**config.mk**
```make
export PLATFORM = sky130hd
export DESIGN_NAME = oc_channel
export DESIGN_NICKNAME = d
export VERILOG_FILES = /design/src/rtl/oc_pkg.sv /design/src/rtl/oc_intcnt.sv /design/src/rtl/oc_busmux.sv /design/src/rtl/oc_match.sv /design/src/rtl/oc_action.sv /design/src/rtl/oc_channel.sv
export SDC_FILE = /design/constraint.sdc
export NUM_CORES = 1
export LEC_CHECK = 0
export CAP_MARGIN = 30
export CORE_UTILIZATION = 39
export CTS_CLUSTER_DIAMETER = 50
export DETAILED_ROUTE_END_ITERATION = 7
export GPL_TIMING_DRIVEN = 0
export PLACE_DENSITY_LB_ADDON = 0.08
export SYNTH_ARGS = -nofsm -noshare
export SYNTH_HDL_FRONTEND = slang
export SYNTH_SLANG_ARGS = --single-unit
```
**constraint.sdc**
```tcl
create_clock -name clk -period 2.6 [get_ports clk]
set_input_delay 0.52 -clock clk [delete_from_list [all_inputs] [get_ports clk]]
set_output_delay 0.52 -clock clk [all_outputs]
set_load 0.05 [all_outputs]
```
**src/rtl/oc_pkg.sv**
```systemverilog
package oc_pkg;
  typedef enum logic [1:0] {
    OC_MODE_IN0  = 2'b00,
    OC_MODE_SAOC = 2'b01,
    OC_MODE_DUAL = 2'b10,
    OC_MODE_IN3  = 2'b11
  } oc_mode_e;

  localparam logic [1:0] OC_BSEL_SHARED = 2'b00;
  localparam logic [1:0] OC_BSEL_GROUP  = 2'b01;
  localparam logic [1:0] OC_BSEL_RSV    = 2'b10;
  localparam logic [1:0] OC_BSEL_LOCAL  = 2'b11;

  localparam int OC_CH_PER_GRP = 8;
endpackage

```
**src/rtl/oc_intcnt.sv**
```systemverilog
module oc_intcnt #(
  parameter int CNT_W = 16
) (
  input  logic             clk,
  input  logic             rst_n,
  output logic [CNT_W-1:0] cnt_o
);
  // free-running private time base
  always_ff @(posedge clk or negedge rst_n) begin
    if (!rst_n) cnt_o <= '0;
    else        cnt_o <= cnt_o + 1'b1;
  end

  AST_CNT_STEP: assert property (@(posedge clk) disable iff (!rst_n) $past(rst_n) |-> cnt_o == $past(cnt_o) + 1'b1);
endmodule

```
**src/rtl/oc_busmux.sv**
```systemverilog
module oc_busmux
  import oc_pkg::*;
#(
  parameter int CNT_W  = 16,
  parameter int N_GRP  = 4,
  parameter int CH_IDX = 10
) (
  input  logic [1:0]             bsel_i,
  input  logic [CNT_W-1:0]       bus_a_i,
  input  logic [N_GRP*CNT_W-1:0] bus_grp_i,
  input  logic [CNT_W-1:0]       local_i,
  output logic [CNT_W-1:0]       sel_o,
  output logic                   sel_ok_o
);
  localparam int GRP = CH_IDX / OC_CH_PER_GRP;

  logic [CNT_W-1:0] grp_bus;

  // pick the group bus that serves this channel
  always_comb begin
    grp_bus = '0;
    for (int g = 0; g < N_GRP; g++) begin
      if (g == GRP) grp_bus = bus_grp_i[g*CNT_W +: CNT_W];
    end
  end

  always_comb begin
    sel_o    = '0;
    sel_ok_o = 1'b1;
    unique case (bsel_i)
      OC_BSEL_SHARED: sel_o = bus_a_i;
      OC_BSEL_GROUP:  sel_o = grp_bus;
      OC_BSEL_LOCAL:  sel_o = local_i;
      default:        sel_ok_o = 1'b0;
    endcase
  end
endmodule

```
**src/rtl/oc_match.sv**
```systemverilog
module oc_match #(
  parameter int CNT_W = 16
) (
  input  logic [CNT_W-1:0] cnt_i,
  input  logic             cnt_ok_i,
  input  logic [CNT_W-1:0] match_a_i,
  input  logic [CNT_W-1:0] match_b_i,
  output logic             hit_a_o,
  output logic             hit_b_o
);
  // equality comparators, blanked when no valid time base is selected
  always_comb begin
    hit_a_o = cnt_ok_i && (cnt_i == match_a_i);
    hit_b_o = cnt_ok_i && (cnt_i == match_b_i);
  end
endmodule

```
**src/rtl/oc_action.sv**
```systemverilog
module oc_action
  import oc_pkg::*;
(
  input  logic       clk,
  input  logic       rst_n,
  input  oc_mode_e   mode_i,
  input  logic       pol_i,
  input  logic       edsel_i,
  input  logic       sel_ok_i,
  input  logic       hit_a_i,
  input  logic       hit_b_i,
  input  logic       force_b_i,
  input  logic       flag_clr_i,
  output logic       out_o,
  output logic       flag_o
);
  logic use_a, use_b, ev_a, ev_b, act_b;
  logic out_d, flag_d;

  always_comb begin
    use_a = (mode_i == OC_MODE_SAOC) || (mode_i == OC_MODE_DUAL);
    use_b = (mode_i == OC_MODE_DUAL);
    ev_a  = use_a && hit_a_i;
    ev_b  = use_b && hit_b_i;
    // forced B only where comparator B is in use and a time base is valid
    act_b = ev_b || (use_b && sel_ok_i && force_b_i);
  end

  always_comb begin
    out_d = out_o;
    if (mode_i == OC_MODE_SAOC) begin
      if (ev_a) out_d = edsel_i ? ~out_o : pol_i;
    end else if (mode_i == OC_MODE_DUAL) begin
      if (act_b)     out_d = ~pol_i;   // B wins a tie
      else if (ev_a) out_d = pol_i;
    end
  end

  always_comb begin
    if (ev_a || ev_b)   flag_d = 1'b1;
    else if (flag_clr_i) flag_d = 1'b0;
    else                flag_d = flag_o;
  end

  always_ff @(posedge clk or negedge rst_n) begin
    if (!rst_n) begin
      out_o  <= 1'b0;
      flag_o <= 1'b0;
    end else begin
      out_o  <= out_d;
      flag_o <= flag_d;
    end
  end

  AST_FORCE_NO_FLAG: assert property (@(posedge clk) disable iff (!rst_n) (!flag_o && !hit_a_i && !hit_b_i) |=> !flag_o);
  AST_SAOC_LOAD: assert property (@(posedge clk) disable iff (!rst_n) (mode_i == OC_MODE_SAOC && !edsel_i && hit_a_i) |=> out_o == $past(pol_i));
  AST_SAOC_TOGGLE: assert property (@(posedge clk) disable iff (!rst_n) (mode_i == OC_MODE_SAOC && edsel_i && hit_a_i) |=> out_o != $past(out_o));
  AST_DUAL_B_WINS: assert property (@(posedge clk) disable iff (!rst_n) (mode_i == OC_MODE_DUAL && sel_ok_i && (hit_b_i || force_b_i)) |=> out_o == !$past(pol_i));
  AST_INPUT_HOLD: assert property (@(posedge clk) disable iff (!rst_n) (mode_i == OC_MODE_IN0 || mode_i == OC_MODE_IN3) |=> ($stable(out_o) && !$rose(flag_o)));
  AST_FLAG_SET: assert property (@(posedge clk) disable iff (!rst_n) (mode_i == OC_MODE_DUAL && (hit_a_i || hit_b_i)) |=> flag_o);
endmodule

```
**src/rtl/oc_channel.sv**
```systemverilog
module oc_channel
  import oc_pkg::*;
#(
  parameter int CNT_W  = 16,
  parameter int N_GRP  = 4,
  parameter int CH_IDX = 10
) (
  input  logic                   clk,
  input  logic                   rst_n,
  input  logic [1:0]             mode_i,
  input  logic                   pol_i,
  input  logic                   edsel_i,
  input  logic [1:0]             bsel_i,
  input  logic                   force_b_i,
  input  logic                   flag_clr_i,
  input  logic [CNT_W-1:0]       match_a_i,
  input  logic [CNT_W-1:0]       match_b_i,
  input  logic [CNT_W-1:0]       bus_a_i,
  input  logic [N_GRP*CNT_W-1:0] bus_grp_i,
  output logic                   out_o,
  output logic                   flag_o
);
  logic [CNT_W-1:0] local_cnt;
  logic [CNT_W-1:0] sel_cnt;
  logic             sel_ok;
  logic             hit_a, hit_b;
  oc_mode_e         mode;

  assign mode = oc_mode_e'(mode_i);

  oc_intcnt #(.CNT_W(CNT_W)) u_cnt (
    .clk   (clk),
    .rst_n (rst_n),
    .cnt_o (local_cnt)
  );

  oc_busmux #(.CNT_W(CNT_W), .N_GRP(N_GRP), .CH_IDX(CH_IDX)) u_mux (
    .bsel_i    (bsel_i),
    .bus_a_i   (bus_a_i),
    .bus_grp_i (bus_grp_i),
    .local_i   (local_cnt),
    .sel_o     (sel_cnt),
    .sel_ok_o  (sel_ok)
  );

  oc_match #(.CNT_W(CNT_W)) u_cmp (
    .cnt_i     (sel_cnt),
    .cnt_ok_i  (sel_ok),
    .match_a_i (match_a_i),
    .match_b_i (match_b_i),
    .hit_a_o   (hit_a),
    .hit_b_o   (hit_b)
  );

  oc_action u_act (
    .clk        (clk),
    .rst_n      (rst_n),
    .mode_i     (mode),
    .pol_i      (pol_i),
    .edsel_i    (edsel_i),
    .sel_ok_i   (sel_ok),
    .hit_a_i    (hit_a),
    .hit_b_i    (hit_b),
    .force_b_i  (force_b_i),
    .flag_clr_i (flag_clr_i),
    .out_o      (out_o),
    .flag_o     (flag_o)
  );

  AST_RSV_FREEZE: assert property (@(posedge clk) disable iff (!rst_n) (bsel_i == OC_BSEL_RSV) |=> ($stable(out_o) && !$rose(flag_o)));
  AST_RESET_LOW: assert property (@(posedge clk) !rst_n |-> (!out_o && !flag_o));
endmodule

```
# --- After elaboration in Yosys (flattened, before gate mapping) ---
# Cells that the tools add are included.
op_classes:
  addsub: 1
  eq_ne: 7
  n_mux: 10
  bitwise: 2
  reduce_logical: 15
ops:
  columns: ["operator", "n"]
  rows:
  - ["$pmux 16 s3", 1]
  - ["$eq 16x16->1", 2]
  - ["$add 16x1->16 const B", 1]
  - ["$mux 1", 9]
  - ["$logic_and 1x1->1", 6]
  - ["$reduce_bool 2->1", 3]
  - ["$eq 2x1->1 const B", 2]
  - ["$eq 2x2->1 const B", 2]
  - ["$logic_or 1x1->1", 3]
  - ["$reduce_and 3->1", 1]
  - ["$reduce_or 3->1", 1]
  - ["$logic_not 2->1", 1]
  - ["$ne 2x1->1 const B", 1]
  - ["$not 1->1", 2]
word_totals:
  register_bits: 18
  output_inout_bits: 2

# --- Longest topological paths before layout ---
# Gate-level depths: netlist of run 1.
depth:
  ltp_word: 9
  depth_mapped: 10
  mapped_depth_nobuf: 8

# --- By module ---
# From an unflattened synthesis of run 1, not the netlist that was laid out.
unflattened:
  hier_cells: 160
  area_unflattened_um2: 1645.3
by_module_without_submodules:
  columns: ["module", "n_inst", "cells_each", "area_each_um2", "seq_area_each_um2"]
  rows:
  - ["oc_intcnt", 1, 57, 701.9, 400.4]
  - ["oc_busmux", 1, 39, 414.1, 0.0]
  - ["oc_match", 1, 44, 362.8, 0.0]
  - ["oc_action", 1, 20, 166.4, 50.0]

# --- Worst setup path after synthesis of run 1 ---
# No wires, ideal clock.
synth_timing:
  path_type: "input to register"
  start: "input port bsel_i[0]"
  end: "register u_act.out_o"
  arrival_time_ns: 2.204
  t_required_ns: 2.474
  slack_ns: 0.269
  cell_stages: 9
  n_path_buf: 2
  cell_sequence: "buf_6 > buf_6 > mux2i_2 > o211a_1 > o22ai_1 > nor4_2 > a31o_1 > a31oi_1 > a311o_1"
synth_between:
  elab_chain_len: 9
synth_lines:
  columns: ["element", "line_no", "text"]
  rows:
  - ["from (decl)", "oc_channel.sv:13", "input logic [1:0] bsel_i,"]
  - ["$eq 2x2->1, or another cell as far along", "oc_busmux.sv:30", "unique case (bsel_i)"]
  - ["$pmux 16 s3 or $reduce_or 3->1 (tied branches)", null, null]
  - ["$eq 16x16->1 or $mux 1 (tied branches)", "oc_match.sv:14, oc_busmux.sv:30", null]
  - ["$logic_and 1x1->1 (on tied branches)", "oc_match.sv:14, oc_action.sv:26", null]
  - ["$logic_and 1x1->1 (on tied branches)", "oc_action.sv:24, oc_action.sv:26", null]
  - ["$logic_or 1x1->1", "oc_action.sv:26", "act_b = ev_b || (use_b && sel_ok_i && force_b_i);"]
  - ["$mux 1", "oc_action.sv:34", "if (act_b) out_d = ~pol_i;"]
  - ["$mux 1", "oc_action.sv:33", "end else if (mode_i == OC_MODE_DUAL) begin"]
  - ["$mux 1", "oc_action.sv:31", "if (mode_i == OC_MODE_SAOC) begin"]
  - ["to (signal assigned)", "oc_action.sv:50", "out_o <= out_d;"]
  - ["to (decl)", "oc_action.sv:14", "output logic out_o,"]
# Several ways; a longest one is shown, not always the timed one. The select of a mux whose other input is x is not followed.
# A chain may end at the register's enable or synchronous reset.

# --- Worst setup path in the final report of run 1 ---
layout_timing:
  start: "input port bus_grp_i[27]"
  end: "register u_act.out_o"
layout_between:
  elab_chain_len: 8
layout_lines:
  columns: ["element", "line_no", "text"]
  rows:
  - ["from (decl)", "oc_channel.sv:19", "input logic [N_GRP*CNT_W-1:0] bus_grp_i,"]
  - ["$pmux 16 s3 (*)", "oc_busmux.sv:30", null]
  - ["$eq 16x16->1", "oc_match.sv:14", "hit_b_o = cnt_ok_i && (cnt_i == match_b_i);"]
  - ["$logic_and 1x1->1", "oc_match.sv:14", null]
  - ["$logic_and 1x1->1", "oc_action.sv:24", "ev_b = use_b && hit_b_i;"]
  - ["$logic_or 1x1->1", "oc_action.sv:26", null]
  - ["$mux 1", "oc_action.sv:34", null]
  - ["$mux 1", "oc_action.sv:33", null]
  - ["$mux 1", "oc_action.sv:31", null]
# Every way passes the cells marked *; elsewhere a longest branch is shown, timed or not. The select of a mux whose other input is x is not followed.

==> results.md, run 1 <==
* DR WL/cell at approximately 17 microns
* Pre-antenna DRT Iters at 4
* Count leader, synth: xnor2_1
* Placed inst area at 2930 sq um
* WP data required at 2.74 ns
* First-iteration detailed-routing DRC count at between 100 and 150
* Worst Setup SP: bus_grp_i[27]
* # diodes at 0
* TNS Setup at 0 ns
* Psw at around 260 uW
* Clk sink count at 18
* Post-synthesis async set-or-reset flop share at 1.00
* I/O pins at roughly 120
* Reg2reg setup slack at between 0.4 and 0.5 ns
* Total grt overflow at 0
* Syn Nets at ~370
* Max-slew violations at 0
* Cell count after synthesis at ~250
* Initial Utilization at 0.409
* Power after layout at 893 uW
* H-Tree Depth at 1
* Ys flop type: dfrtp_1
* Hold Path Sink: u_act.flag_o
* Placer Congestion at 0.814
* Tot GR Track Use at 0.244
* Hold Slack at 0.508 ns
* CP Max Fanout at 4
* P_leak at 0.00122 uW
* Number of enable flip-flop cells after synthesis at 0
* First-pass GRT wire length at ~10 mm
* Pwr dens at between 200 and 300 nW/um^2
* Post-synthesis instance area at 2100 sq um
* Vert. Die Dim at 75.4 microns
* Dominant cell type by area after synthesis: dfrtp_1
* Rel. slew slack at 0.476
* Post-route ant nets at 0
* Worst Hold Class: register to register
* Final Setup Violations at 0
* Synthesis-stage register bit count at 18
* Worst reg2reg startpoint: u_cnt.cnt_o[13]
* Tmin final at 2.42 ns
* Worst Clk Skew at 0.00296 ns
* Final Net Count at 454
* Worst Path Arrival at 2.56 ns
* Unrepaired setup endpoints after global routing: false
* Startpoint Class: input pin
* Warnings from Yosys at 0
* Status: finished, final reports clean
* CTS root buf: clkbuf_8
* Vias in the first global route at 2135
* CTS buffer count at 3
* Kind of critical path: input pin to register
* Hold Path Cell Cnt at 2
* Die area at 5680 sq um
* Final wirelength at 6.66 mm
* Critical path capture point type: register
* Reg power frac at 0.318
* Hold Path Origin: u_act.flag_o
* R2r endpoint: u_act.out_o
* Bufs on Longest Clock Path at 2
* Final period util at 0.931
* Mean Syn Cell Area at 8.44 sq um
* Share of cells above drive strength 1 at 0.125
* Top cells by count, synth: xnor2_1, dfrtp_1, inv_1, nand2b_1, o22ai_1
* Clock transition at path regs at about 0.07 ns
* Die extent in x at about 75 microns
* Post-DP HPWL at 5.25 mm
* Switching Fraction at 0.293
* FMAX at 0.413 GHz
* Via count at about 2.3k
* Fin. Hold Viols at 0
* Post-layout util at 0.604
* Max-Cap Viols at 0
* Area growth syn-to-layout at 47.9%
* Core footprint at between 5000 and 6000 sq um
* FP Rows at 26
* # port buffers at 74
* Sequential element share of the synthesized area at 0.214
* Internal Power at between 600 and 700 uW
* Design area at around 3100 sq um
* CTS tree: yes
* Initial antenna violation count at 0
* Synth top area cells: dfrtp_1, xnor2_1, mux2i_1
* DR DRC count at 0
* Pin count of the biggest net entering global routing at 19
* Yosys top cell area share at 0.214
* Yosys cell types at 47
* Cells on worst reg2reg path at 7
* Clk pwr share at 0.252
* Worst vdd ir at 0.362 mV
* Power share of the combinational group at 0.430
* Via/cell ratio at around 5.7
* Slew @ Worst Pin at 0.784 ns
* Clock latency on the worst-skew pair at roughly 0.25 ns
timing repair:
action,in CTS,in global routing
pin swaps,6,4
hold buffers,0,0
buffers inserted,2,0
endpoints found under the setup margin,2,1
resized for setup,22,4
cells in the final DEF, fill, tap and decap left out, types with 2 or more instances in the layout:
cell type        netlist  layout
buf_6                  3       8
nor4_4                 1       3
nor4_2                 2       2
clkbuf_1               4       2
xor2_1                 5       5
nand2_1               13      13
a2bb2oi_1              9       5
nand4_1                9       9
mux2i_1               12      12
clkbuf_8               0       5
nor2_1                 5       5
dfrtp_1               18      18
ha_1                   3       3
nor3_1                 4       4
clkdlybuf4s50_1        0      73
xnor2_1               25      25
o211ai_1               2       2
a21oi_1                4       4
and3_1                 6       6
a21boi_0               5       5
mux2i_2                4       4
mux2i_4                2       2
nand2b_1              15      15
buf_4                  2       4
nand3_1               10      10
inv_1                 15      14
o211a_1                2       2
o21ai_0               12      12
a2bb2oi_2              3       7
nor2b_1                2       2
o21a_1                 6       6
o22ai_1               15      14
a31oi_1                8       8
per-layer routing:
metal,global-route usage,vias up,share of wire
li1,-,1083,-
met1,0.345,1095,0.46
met2,0.411,67,0.48
met3,0.0119,5,0.055
met4,0.0576,0,0.0083
met5,0,-,0
through the flow:
step	cells	setup slack, ns
after floorplan	249	0.269
after global placement	393	-0.801
after detailed placement	393	-0.801
after CTS	398	0.0155
after global routing	398	0.0455
final	398	0.179
power groups by stage:
stage	combinational (uW)	sequential (uW)	clock, uW
final	384	284	225
after global placement	353	289	0
after detailed placement	357	289	0
after floorplan	181	295	0
after global routing	412	284	239
after CTS	380	284	233
logic make-up after synthesis:
logic type,synth area share
XOR/XNOR,0.125
flip-flops,0.214
adder cells (fa/ha/maj),0.0179
buffers and inverters,0.0726
AO/OA/AOI/OAI,0.252
multiplexers,0.110
AND/OR/NAND/NOR,0.208
worst max path at each step:
stage / endpoint / slack, ns / depth (start not counted)
finish: u_act.out_o / 0.18 / 8
global route: u_act.out_o / 0.05 / 7
CTS: u_act.out_o / 0.02 / 9
detailed placement: u_act.out_o / -0.80 / 8
global placement: u_act.out_o / -0.80 / 8
floorplan: u_act.out_o / 0.27 / 9
registers in the layout (all words and copies together), names as in the netlist:
name and flops:
u_cnt.cnt_o 16, u_act.flag_o 1, u_act.out_o 1
worst max-delay path: stages:
cell	delay (ns)
clkdlybuf4s50_1	0.42
mux2i_1	0.37
o211a_1	0.19
o22ai_1	0.10
nor4_4	0.35
a31o_1	0.19
a31oi_1	0.08
a311o_1	0.33
cell type report:
cell class              instances  area [sq um]
plain buffers                  14           131
clock buffers                   4          55.1
fillers                       479          2030
inverters                      16          63.8
multi-input cells             200          1560
flip-flops and latches         18           450
well taps                      70          87.6
repair buffers                 76           758
Note: power is estimated with default switching activity, not from simulation.
==> run 2, diff against run 1 <==
Settings changed: CTS_BUF_LIST set to sky130_fd_sc_hd__clkbuf_8, PLACE_DENSITY set to 0.8, PLACE_DENSITY_LB_ADDON 0.08 to not set.
==> run 2 against run 1 <==
Sequential power barely moved. Non-clock buffer count did not move. Clock-buffer cell count shrank 1.
==> results.md, run 2 (synthesis gave the netlist of run 1 again) <==
* CTS tree: yes
* Commonest non-fill, non-tap cell in the layout: clkdlybuf4s50_1
* DR WL/cell at 16.7 microns
* Max FFs per register at 16
* Initial antenna violation count at 0
* Unrepaired setup endpoints after global routing: false
* # fillers at roughly 480
* CP Max Fanout at 4
* Largest regs: u_cnt.cnt_o x16, u_act.flag_o x1, u_act.out_o x1
* Startpoint Class: input pin
* Clock transition at path regs at 0.06 ns
* Max-slew violations at 0
* Final Setup Violations at 0
* First-iteration detailed-routing DRC count at between 200 and 250
* WP data required at 2.73 ns
* Hold Slack at 0.513 ns
* Kind of critical path: input pin to register
* CTS root buf: clkbuf_8
* CP peak stage delay at 0.48 ns
* CP delay by family, top: simple AND/OR/NAND/NOR gates
* Most frequent cells in the layout: clkdlybuf4s50_1, xnor2_1, dfrtp_1
* Multi-input logic area at around 1500 sq um
* Tot GR Track Use at 0.231
* Pwr dens at 276 nW/um^2
* Worst vdd ir at around 0.24 mV
* H-Tree Depth at 1
* Clk sink count at 18
* Die area at ~5700 sq um
* FMAX at ~0.39 GHz
* Slew @ Worst Pin at slightly below 0.8 ns
* Tmin final at around 2.6 ns
* # diodes at 0
* Max-Cap Viols at 0
* First-pass GRT wire length at between 9 and 10 mm
* Status: finished, final reports clean
* CTS buffer count at 3
* # port buffers at 74
* Buffers & Inverters on Critical Path at 2
* Total grt overflow at 0
* Bufs on Longest Clock Path at 2
* Largest Register: u_cnt.cnt_o
* DR DRC count at 0
* I/O pins at 124
* Via count at between 2k and 2.5k
* Vias in the first global route at 2210
* Share of cells above drive strength 1 at 0.110
* Final period util at 0.987
* Reg area at between 400 and 500 sq um
* Initial Utilization at 0.409
* Die extent in x at around 75 microns
* Vert. Die Dim at ~75 microns
* Clock latency on the worst-skew pair at 0.25 ns
* Via/cell ratio at 5.71
* Rel. slew slack at 0.480
* Pin count of the biggest net entering global routing at 19
* Final Net Count at 454
* Post-DP HPWL at 5.20 mm
* Post-route ant nets at 0
* Cell chain of the critical path: clkdlybuf4s50_1 > inv_1 > ha_1 > or3_1 > nor4_2 > nand4_1 > a311o_1
* Area growth syn-to-layout at 45.1%
* Worst Path Arrival at roughly 2.7 ns
* Placer Congestion at 0.907
* FP Rows at 26
* Worst Hold Class: register to register
* Critical path capture point type: register
* Final wirelength at around 6.6 mm
* P_leak at 0.00120 uW
* Pre-antenna DRT Iters at 4
* Hold Buf Count CTS at 0
* Power after layout at 841 uW
* Critical Path Slowest Stage Cell: clkdlybuf4s50_1
* Worst Clk Skew at 0.00135 ns
* Core footprint at about 5100 sq um
* Fin. Hold Viols at 0
[run 2: layout make-up]
type / instances / area share
plain buffers: 14 / 0.0398
clock buffers: 3 / 0.0135
inverters: 16 / 0.0197
multi-input cells: 200 / 0.503
flip-flops and latches: 18 / 0.148
well taps: 70 / 0.0287
repair buffers: 76 / 0.247
[run 2: metrics by stage]
| step | std cells | area (sq um) | TNS (ns) | util | setup slack, ns |
|---|---|---|---|---|---|
| after floorplan | 249 | 2100 | 0 | - | 0.269 |
| after global placement | 393 | 2930 | -1.11 | 0.570 | -0.708 |
| after detailed placement | 393 | 2930 | -1.08 | 0.570 | -0.695 |
| after CTS | 397 | 3050 | 0 | 0.593 | 0.0826 |
| after global routing | 397 | 3050 | 0 | 0.593 | 0.00988 |
| final | 397 | 3050 | 0 | 0.593 | 0.0331 |
[run 2: what timing repair did]
action	CTS	global route
resized for setup	19	0
setup buffers	2	0
setup endpoints to repair	2	0
[run 2: path summary, 6_finish.rpt]
kind	from	endpoint	slack, ns	depth (start not counted)
hold reg to reg	u_act.flag_o	u_act.flag_o	0.51	2
hold / removal	u_act.flag_o	u_act.flag_o	0.51	2
max in group asynchronous	rst_n	u_cnt.cnt_o[2]	1.39	1
setup / recovery	mode_i[0]	u_act.out_o	0.03	7
setup reg to reg	u_cnt.cnt_o[2]	u_act.out_o	0.43	5
min in group asynchronous	rst_n	u_cnt.cnt_o[14]	0.73	1
[run 2: power breakdown]
part | internal, uW | total, uW | switching [uW] | leakage, uW
clock | 103 | 184 | 81.3 | 0.0000216
sequential | 282 | 284 | 1.82 | 0.000232
combinational | 210 | 374 | 163 | 0.000944
total | 595 | 841 | 246 | 0.00120
[run 2: tightest hold or removal path, cell delays in order (launching register included)]
cell      delay [ns]
dfrtp_1         0.35
nand2b_1        0.06
nand3_1         0.07
[run 2: metal layers]
layer | part of all wire | wire length [microns] | vias up | GRT usage
met2 | 0.51 | 3350 | 106 | 0.431
met4 | 0.014 | 96 | 0 | 0.0700
met3 | 0.084 | 559 | 10 | 0.0185
met1 | 0.40 | 2620 | 1070 | 0.283
met5 | 0 | 0 | - | 0
li1 | - | - | 1079 | -
==> run 3, diff against run 2 <==
Settings changed: CAP_MARGIN 30 to not set, CTS_BUF_LIST sky130_fd_sc_hd__clkbuf_8 to sky130_fd_sc_hd__clkbuf_2 sky130_fd_sc_hd__clkbuf_4 sky130_fd_sc_hd__clkbuf_8.
==> results of run 3 <==
The final DEF is identical to that of run 2; final timing and power are the same.
